### src/rtl/sar_pkg.sv
package sar_pkg;
  parameter int RES_BITS   = 8;
  parameter int NUM_CH     = 8;
  parameter int SAMPLE_PER = 12;
  parameter int CONV_PER   = 160;
endpackage

### src/rtl/sar_prescale.sv
module sar_prescale (
  input  logic clk,
  input  logic rst,
  input  logic clr,
  input  logic run,
  input  logic half,
  output logic tick
);
  logic phase_q;

  always_ff @(posedge clk) begin
    if (rst || clr) phase_q <= 1'b0;
    else if (run)   phase_q <= ~phase_q;
  end

  assign tick = run && (!half || phase_q);
endmodule

### src/rtl/sar_timer.sv
module sar_timer #(
  parameter int RES_BITS   = 8,
  parameter int SAMPLE_PER = 12,
  parameter int CONV_PER   = 160
) (
  input  logic                        clk,
  input  logic                        rst,
  input  logic                        clr,
  input  logic                        tick,
  output logic                        sample_end,
  output logic                        slot_end,
  output logic                        conv_end,
  output logic [$clog2(RES_BITS)-1:0] bit_idx
);
  localparam int SLOT   = (CONV_PER - SAMPLE_PER) / RES_BITS;
  localparam int CNT_W  = $clog2(CONV_PER + 1);
  localparam int SLOT_W = $clog2(SLOT + 1);
  localparam int BIT_W  = $clog2(RES_BITS);

  logic [CNT_W-1:0]  per_cnt;
  logic [SLOT_W-1:0] slot_cnt;
  logic              trial_on;

  assign sample_end = tick && (per_cnt == CNT_W'(SAMPLE_PER - 1));
  assign slot_end   = tick && trial_on && (slot_cnt == SLOT_W'(SLOT - 1));
  assign conv_end   = tick && (per_cnt == CNT_W'(CONV_PER - 1));

  always_ff @(posedge clk) begin
    if (rst || clr) begin
      per_cnt  <= '0;
      slot_cnt <= '0;
      bit_idx  <= BIT_W'(RES_BITS - 1);
      trial_on <= 1'b0;
    end else if (tick) begin
      per_cnt <= per_cnt + 1'b1;
      if (sample_end) trial_on <= 1'b1;
      if (trial_on) begin
        if (slot_end) begin
          slot_cnt <= '0;
          if (bit_idx == '0) trial_on <= 1'b0;
          else               bit_idx  <= bit_idx - 1'b1;
        end else begin
          slot_cnt <= slot_cnt + 1'b1;
        end
      end
    end
  end
endmodule

### src/rtl/sar_trial.sv
module sar_trial #(
  parameter int RES_BITS = 8
) (
  input  logic                        clk,
  input  logic                        rst,
  input  logic                        clr,
  input  logic                        load_msb,
  input  logic                        decide,
  input  logic [$clog2(RES_BITS)-1:0] bit_idx,
  input  logic                        cmp,
  output logic [RES_BITS-1:0]         code
);
  localparam int BIT_W = $clog2(RES_BITS);

  for (genvar g = 0; g < RES_BITS; g++) begin : g_bit
    logic is_cur;
    logic is_next;
    assign is_cur  = (bit_idx == BIT_W'(g));
    if (g == RES_BITS - 1) begin : g_top
      assign is_next = 1'b0;
    end else begin : g_low
      assign is_next = (bit_idx == BIT_W'(g + 1));
    end

    always_ff @(posedge clk) begin
      if (rst || clr)    code[g] <= 1'b0;
      else if (load_msb) code[g] <= (g == RES_BITS - 1);
      else if (decide) begin
        if (is_cur)       code[g] <= cmp;
        else if (is_next) code[g] <= 1'b1;
      end
    end
  end
endmodule

### src/rtl/sar_seq.sv
module sar_seq #(
  parameter int RES_BITS   = sar_pkg::RES_BITS,
  parameter int NUM_CH     = sar_pkg::NUM_CH,
  parameter int SAMPLE_PER = sar_pkg::SAMPLE_PER,
  parameter int CONV_PER   = sar_pkg::CONV_PER,
  localparam int CH_W      = $clog2(NUM_CH)
) (
  input  logic                clk,
  input  logic                rst,
  input  logic                start,
  input  logic [CH_W-1:0]     chan_sel,
  input  logic                clk_half,
  input  logic                cmp_hi,
  output logic [CH_W-1:0]     mux_sel,
  output logic                sampling,
  output logic [RES_BITS-1:0] trial_code,
  output logic                busy,
  output logic [RES_BITS-1:0] result,
  output logic                done,
  output logic                irq
);
  localparam int BIT_W = $clog2(RES_BITS);

  logic             go;
  logic             half_q;
  logic             tick;
  logic             sample_end;
  logic             slot_end;
  logic             conv_end;
  logic [BIT_W-1:0] bit_idx;

  assign go = start && !busy;

  sar_prescale u_pre (
    .clk  (clk),
    .rst  (rst),
    .clr  (go),
    .run  (busy),
    .half (half_q),
    .tick (tick)
  );

  sar_timer #(
    .RES_BITS   (RES_BITS),
    .SAMPLE_PER (SAMPLE_PER),
    .CONV_PER   (CONV_PER)
  ) u_tmr (
    .clk        (clk),
    .rst        (rst),
    .clr        (go),
    .tick       (tick),
    .sample_end (sample_end),
    .slot_end   (slot_end),
    .conv_end   (conv_end),
    .bit_idx    (bit_idx)
  );

  sar_trial #(
    .RES_BITS (RES_BITS)
  ) u_trial (
    .clk      (clk),
    .rst      (rst),
    .clr      (go),
    .load_msb (sample_end),
    .decide   (slot_end),
    .bit_idx  (bit_idx),
    .cmp      (cmp_hi),
    .code     (trial_code)
  );

  always_ff @(posedge clk) begin
    if (rst) begin
      busy     <= 1'b0;
      half_q   <= 1'b0;
      mux_sel  <= '0;
      sampling <= 1'b0;
      result   <= '0;
      done     <= 1'b0;
      irq      <= 1'b0;
    end else begin
      done <= 1'b0;
      irq  <= 1'b0;
      if (go) begin
        busy     <= 1'b1;
        half_q   <= clk_half;
        mux_sel  <= chan_sel;
        sampling <= 1'b1;
      end else begin
        if (sample_end) sampling <= 1'b0;
        if (conv_end) begin
          busy   <= 1'b0;
          result <= trial_code;
          done   <= 1'b1;
          irq    <= 1'b1;
        end
      end
    end
  end
endmodule

### config.mk
export PLATFORM = sky130hd
export DESIGN_NAME = sar_seq
export DESIGN_NICKNAME = d
export VERILOG_FILES = /design/src/rtl/sar_pkg.sv /design/src/rtl/sar_prescale.sv /design/src/rtl/sar_timer.sv /design/src/rtl/sar_trial.sv /design/src/rtl/sar_seq.sv
export SDC_FILE = /design/constraint.sdc
export NUM_CORES = 1
export LEC_CHECK = 0
export ABC_AREA = 1
export BUFFER_PORTS_ARGS = -buffer_cell sky130_fd_sc_hd__buf_2
export CAP_MARGIN = 15
export CORE_MARGIN = 3
export CORE_UTILIZATION = 60
export CTS_CLUSTER_SIZE = 10
export DETAILED_ROUTE_END_ITERATION = 16
export GPL_ROUTABILITY_DRIVEN = 0
export GPL_TIMING_DRIVEN = 0
export PLACE_DENSITY = 0.95
export SYNTH_ARGS = -nofsm -noshare
export SYNTH_HDL_FRONTEND = slang
export SYNTH_SLANG_ARGS = --single-unit
### constraint.sdc
create_clock -name clk -period 2.7 [get_ports clk]
set_clock_uncertainty 0.1 [all_clocks]
set_input_delay 0.675 -clock clk [delete_from_list [all_inputs] [get_ports clk]]
set_output_delay 0.675 -clock clk [all_outputs]
set_load 0.05 [all_outputs]
* Word-level counts from Yosys, hierarchy flattened *
Cells that the tools add are included.

cells by class
  add/subtract/negate cells = 3
  equal/unequal tests = 10
  mux-type cells = 27
  bitwise gates (word level) = 3
  reductions and logical operators = 35

operator list
  cell                                                  number
  two-way mux 1 bit                                     26
  nonzero test 2 bit                                    11
  AND reduction 2 bit                                   10
  equality test 3 bit (second input constant)           4
  adder 8 x 1 -> 8 bit (second input constant)          1
  equality test 8 x 4 -> 1 bit (second input constant)  1
  equality test 8 bit (second input constant)           1
  equality test 3 x 2 -> 1 bit (second input constant)  2
  logical AND 1 bit                                     6
  adder 5 x 1 -> 5 bit (second input constant)          1
  equality test 5 bit (second input constant)           1
  two-way mux 5 bit                                     1
  AND reduction 4 bit                                   1
  OR reduction 2 bit                                    2
  equality test 3 x 1 -> 1 bit (second input constant)  1
  zero test 3 bit                                       1
  inverter 1 bit                                        3
  subtractor 3 x 1 -> 3 bit (second input constant)     1
  zero test 1 bit                                       2
  logical OR 1 bit                                      2

word-level totals
  bits in registers = 41
  input port bits = 8
  output and inout port bits = 23

* Depth between registers and ports, before layout *
  word-level depth = 8
  gate-level depth with buffers = 10
  gate-level depth less buffers = 10

* Modules after synthesis *
Synthesis repeated with hierarchy kept, for this count alone.

second synthesis, totals
  cells, all modules = 293
  area, all modules = 2088.3 µm²

modules (own cells, without submodules)
  module        times used  cells an instance  area an instance (µm²)
  sar_timer     1           134                949.7
  sar_seq       1           84                 629.4
  sar_trial     1           67                 456.7
  sar_prescale  1           8                  52.6

* Least setup slack after synthesis *
Ideal clock, no wire load.

  path type = register to register
  start = register busy
  end = register u_tmr.bit_idx[1]
  data arrival time = 1.492 ns
  required time = 2.477 ns
  path slack = 0.985 ns
  cell stages (with the launch flop) = 9
  path buffers = 1
  clock period less this slack = 1.715 ns
  cell sequence = dfxtp_1 > inv_2 > nand2_4 > inv_4 > nor2_8 > inv_4 > buf_6 > a21oi_1 > o21ai_0

between the ends
  cells in the longest elaborated chain, start to end = 4
  elaborated cells between the ends (all ways) = 7
  classes of those cells = reduce/logical: 7

ends and longest elaborated chain
  item                             RTL line            RTL
  from (decl)                      sar_seq.sv:17       output logic busy,
  from (signal assigned)           sar_seq.sv:73       busy <= 1'b0;
  from (signal assigned)           sar_seq.sv:84       busy <= 1'b1;
  from (signal assigned)           sar_seq.sv:91       busy <= 1'b0;
  logical AND 1 bit                sar_prescale.sv:16  assign tick = run && (!half || phase_q);
  logical AND 1 bit (2 in series)  sar_timer.sv:25     assign slot_end = tick && trial_on && (slot_cnt == SLOT_W'(SLOT - 1));
  AND reduction 4 bit (no line)    n/a
  to (signal assigned)             sar_timer.sv:32     bit_idx <= BIT_W'(RES_BITS - 1);
  to (signal assigned)             sar_timer.sv:41     else bit_idx <= bit_idx - 1'b1;
  to (decl)                        sar_timer.sv:13     output logic [$clog2(RES_BITS)-1:0] bit_idx

Several ways; a longest one is shown, not always the timed one.
A chain may end at the register's enable or synchronous reset.

* Worst setup path in the final report *
  start = register busy
  end = output busy

No word-level cell between the ends.

==> impl_metrics.ini <==
[run_status]
status = complete, no violations

[critical_path]
critPathKind = reg -> out
worst-r2r-setup-slack_ns = 1.00
r2r_cells = 8
crit_path_end_kind = primary output
cp-start-kind = flip-flop
cpPeakStageDelay_ns = 0.47
cp_top_family = flip-flops
crit_arrival_ns = 1.14
worstPathRequired_ns = 1.92
timing.rr.start = u_tmr.slot_cnt[0]
cp_max_fo = 6
path_cells = buf_2
r2r_end = u_tmr.bit_idx[0]
worst-path-buf-inv = 1
cp_slowest_cell = dfxtp_1

[synth]
ys_warn_count = 0
synth.distinct_cells = 26
synthArstFlopShare = 0
syn-num-nets = 278
synth_mux_area_frac = 0
post-synth-top-count-cell = nand2_1
yosys.area.top_type = dfxtp_1
yosys_register_bits = 41
synth_compound_area_frac = 0.122
ys.flop_type = dfxtp_1
synth_edf_count = 0
synthTopCellsByArea = dfxtp_1 (42%), nand2_1 (13%), a21oi_1 (8.0%)
synth_top_family_by_area = simple AND/OR/NAND/NOR gates
synth.top_cell.area_share = 0.421
synthSimpleGateAreaFrac = 0.299
synth_common_cells = nand2_1 (67), dfxtp_1 (41), nor2_1 (33)
synth-adder-area-share = 0.0513
netlist_instances = 262
synth_xor_area_frac = 0.0225
seq_area_frac_synth = 0.421
synth.avg_cell_area_um2 = 7.44
synth_area_mm2 = 0.00195

[final_layout]
final_util = 0.733
antenna_cells = 0
area_growth_pct = 15.8
drive_gt1_frac = 0.193
fillers = 233
multiInputGateArea_um2 = 965
fin_nets = 315
finalInstanceArea_mm2 = 0.00226
seq_area_um2 = 821

[placed_design]
place_hpwl_mm = 2.87
portBuffers = 30
place_ws_ns = 0.953
placed_area_mm2 = 0.00215

[floorplan]
die_area_mm2 = 0.00397
rows = 20
coreArea_mm2 = 0.00308
io_pins = 31
die_w_um = 63
die_height_um = 63
start_util = 0.633

[routing]
post_drt_wl_per_cell_um = 11.7
via_per_inst = 5.00
dr.pass1.iters = 4
vias = 1719
wl_mm = 4.03
drc = 0
final_antenna_net_count = 0
first_iter_violations = 118

[clock_network]
worst_skew_pair.late_latency_ns = 0.35
numCtsBuffers = 5
post-cts-setup-buffers = 0
clockBufferDepth = 2
cts.clk_slew.worst_paths_ns = 0.12
root_buffer = clkbuf_4
cts.sinks = 41
ctsResizeCount = 0
cts_tree = done
cts_htree_levels = 2
cts_hold_buf = 0

[grt]
antenna_found_initial = 0
grt_pass1_vias = 1672
grt_most_used_layer = met2
track_usage = 0.230
grt_max_degree = 14
use_met2 = 0.389
grt-ovfl-total = 0
use_met3 = 0.0504
grt_pass1_wl_mm = 7.32
met1_usage = 0.276

[timing]
setup_viol = 0
post-route-period-util = 0.708
setup-tns-final_ns = 0
drv_slew = 0
min_period_ns = 1.91
hold_violations = 0
setup_slack_ns = 0.787
fmax_mhz = 523
worstMarginPinSlew_ns = 0.421
rsz0062_at_grt = no
maxSlewHeadroom = 0.720

[min_path]
min_path_type = reg -> reg
min_path_cells = 2
hp-start = mux_sel[1]
whs_endpoint = mux_sel[1]

[power]
p_leak_uw = 0.00102
ir_drop_mv = 0.312
power.density_mw_per_mm2 = 531

[flow_run]
max-cap-violations = 0
==> cell families after synthesis <==
logic type                 Yosys count
buffers and inverters               37
AOI/OAI and AO/OA                   43
adders and majority gates            8
xor gates and xnor gates             5
DFF                                 41
and+or+nand+nor                    128
==> cell usage in the layout (no fill, tap or decap), types with 3 or more instances in the layout <==
| master | n |
|---|---|
| nand4_1 | 3 |
| a21oi_1 | 31 |
| inv_2 | 3 |
| xor2_1 | 4 |
| nor2_8 | 3 |
| o21ai_0 | 10 |
| ha_1 | 8 |
| buf_2 | 31 |
| nand2_1 | 67 |
| clkbuf_4 | 5 |
| inv_1 | 27 |
| nand3_1 | 12 |
| dfxtp_1 | 41 |
| nor2_1 | 33 |
==> worst reg2reg max path, stage by stage (launching register included) <==
cell	delay, ns
dfxtp_1	0.42
ha_1	0.19
inv_1	0.04
nor2_1	0.08
nand2_1	0.16
nor2_8	0.26
nand2_1	0.14
xor2_1	0.16
nand2_1	0.06
==> cell type report <==
class	instances	share of cell area
buffer	5	0.0172
clock buffer	5	0.0166
clock inverter	3	0.0288
inverter	32	0.0554
multi-input combinational	184	0.427
sequential	41	0.364
tap	44	0.0244
timing repair buffer	30	0.0665
==> routing by layer <==
metal	share of wire	up-vias
li1	-	903
met1	0.46	773
met2	0.49	38
met3	0.038	5
met4	0.018	0
met5	0	-
==> power breakdown <==
group	internal [uW]	switching, uW
Clock	287	200
Sequential	614	7.35
Combinational	27.3	63.7
Total	928	271
==> through the flow <==
| step | hold slack [ns] | instances | power (uW) |
|---|---|---|---|
| global route | 0.388 | 344 | 1240 |
| detailed placement | 0.353 | 336 | 725 |
| global placement | 0.341 | 336 | 723 |
| finish | 0.370 | 344 | 1200 |
| CTS | 0.371 | 344 | 1210 |
| floorplan | 0.333 | 262 | 701 |
==> worst max path at each step <==
stage,start,to,slack (ns),depth (start not counted)
finish,busy,busy,0.79,1
global route,busy,busy,0.72,1
CTS,busy,busy,0.77,1
detailed placement,start,u_tmr.slot_cnt[2],0.95,9
global placement,start,u_tmr.bit_idx[1],0.98,8
floorplan,busy,u_tmr.bit_idx[1],0.99,8
==> state kept, by name, summed over array words and instances, names as in the netlist <==
register / flops
sampling: 1
u_pre.phase_q: 1
u_tmr.bit_idx: 3
mux_sel: 3
result: 8
busy: 1
irq: 1
u_trial.code: 8
half_q: 1
u_tmr.trial_on: 1
u_tmr.per_cnt: 8
u_tmr.slot_cnt: 5
(Power assumes the default switching activity.)
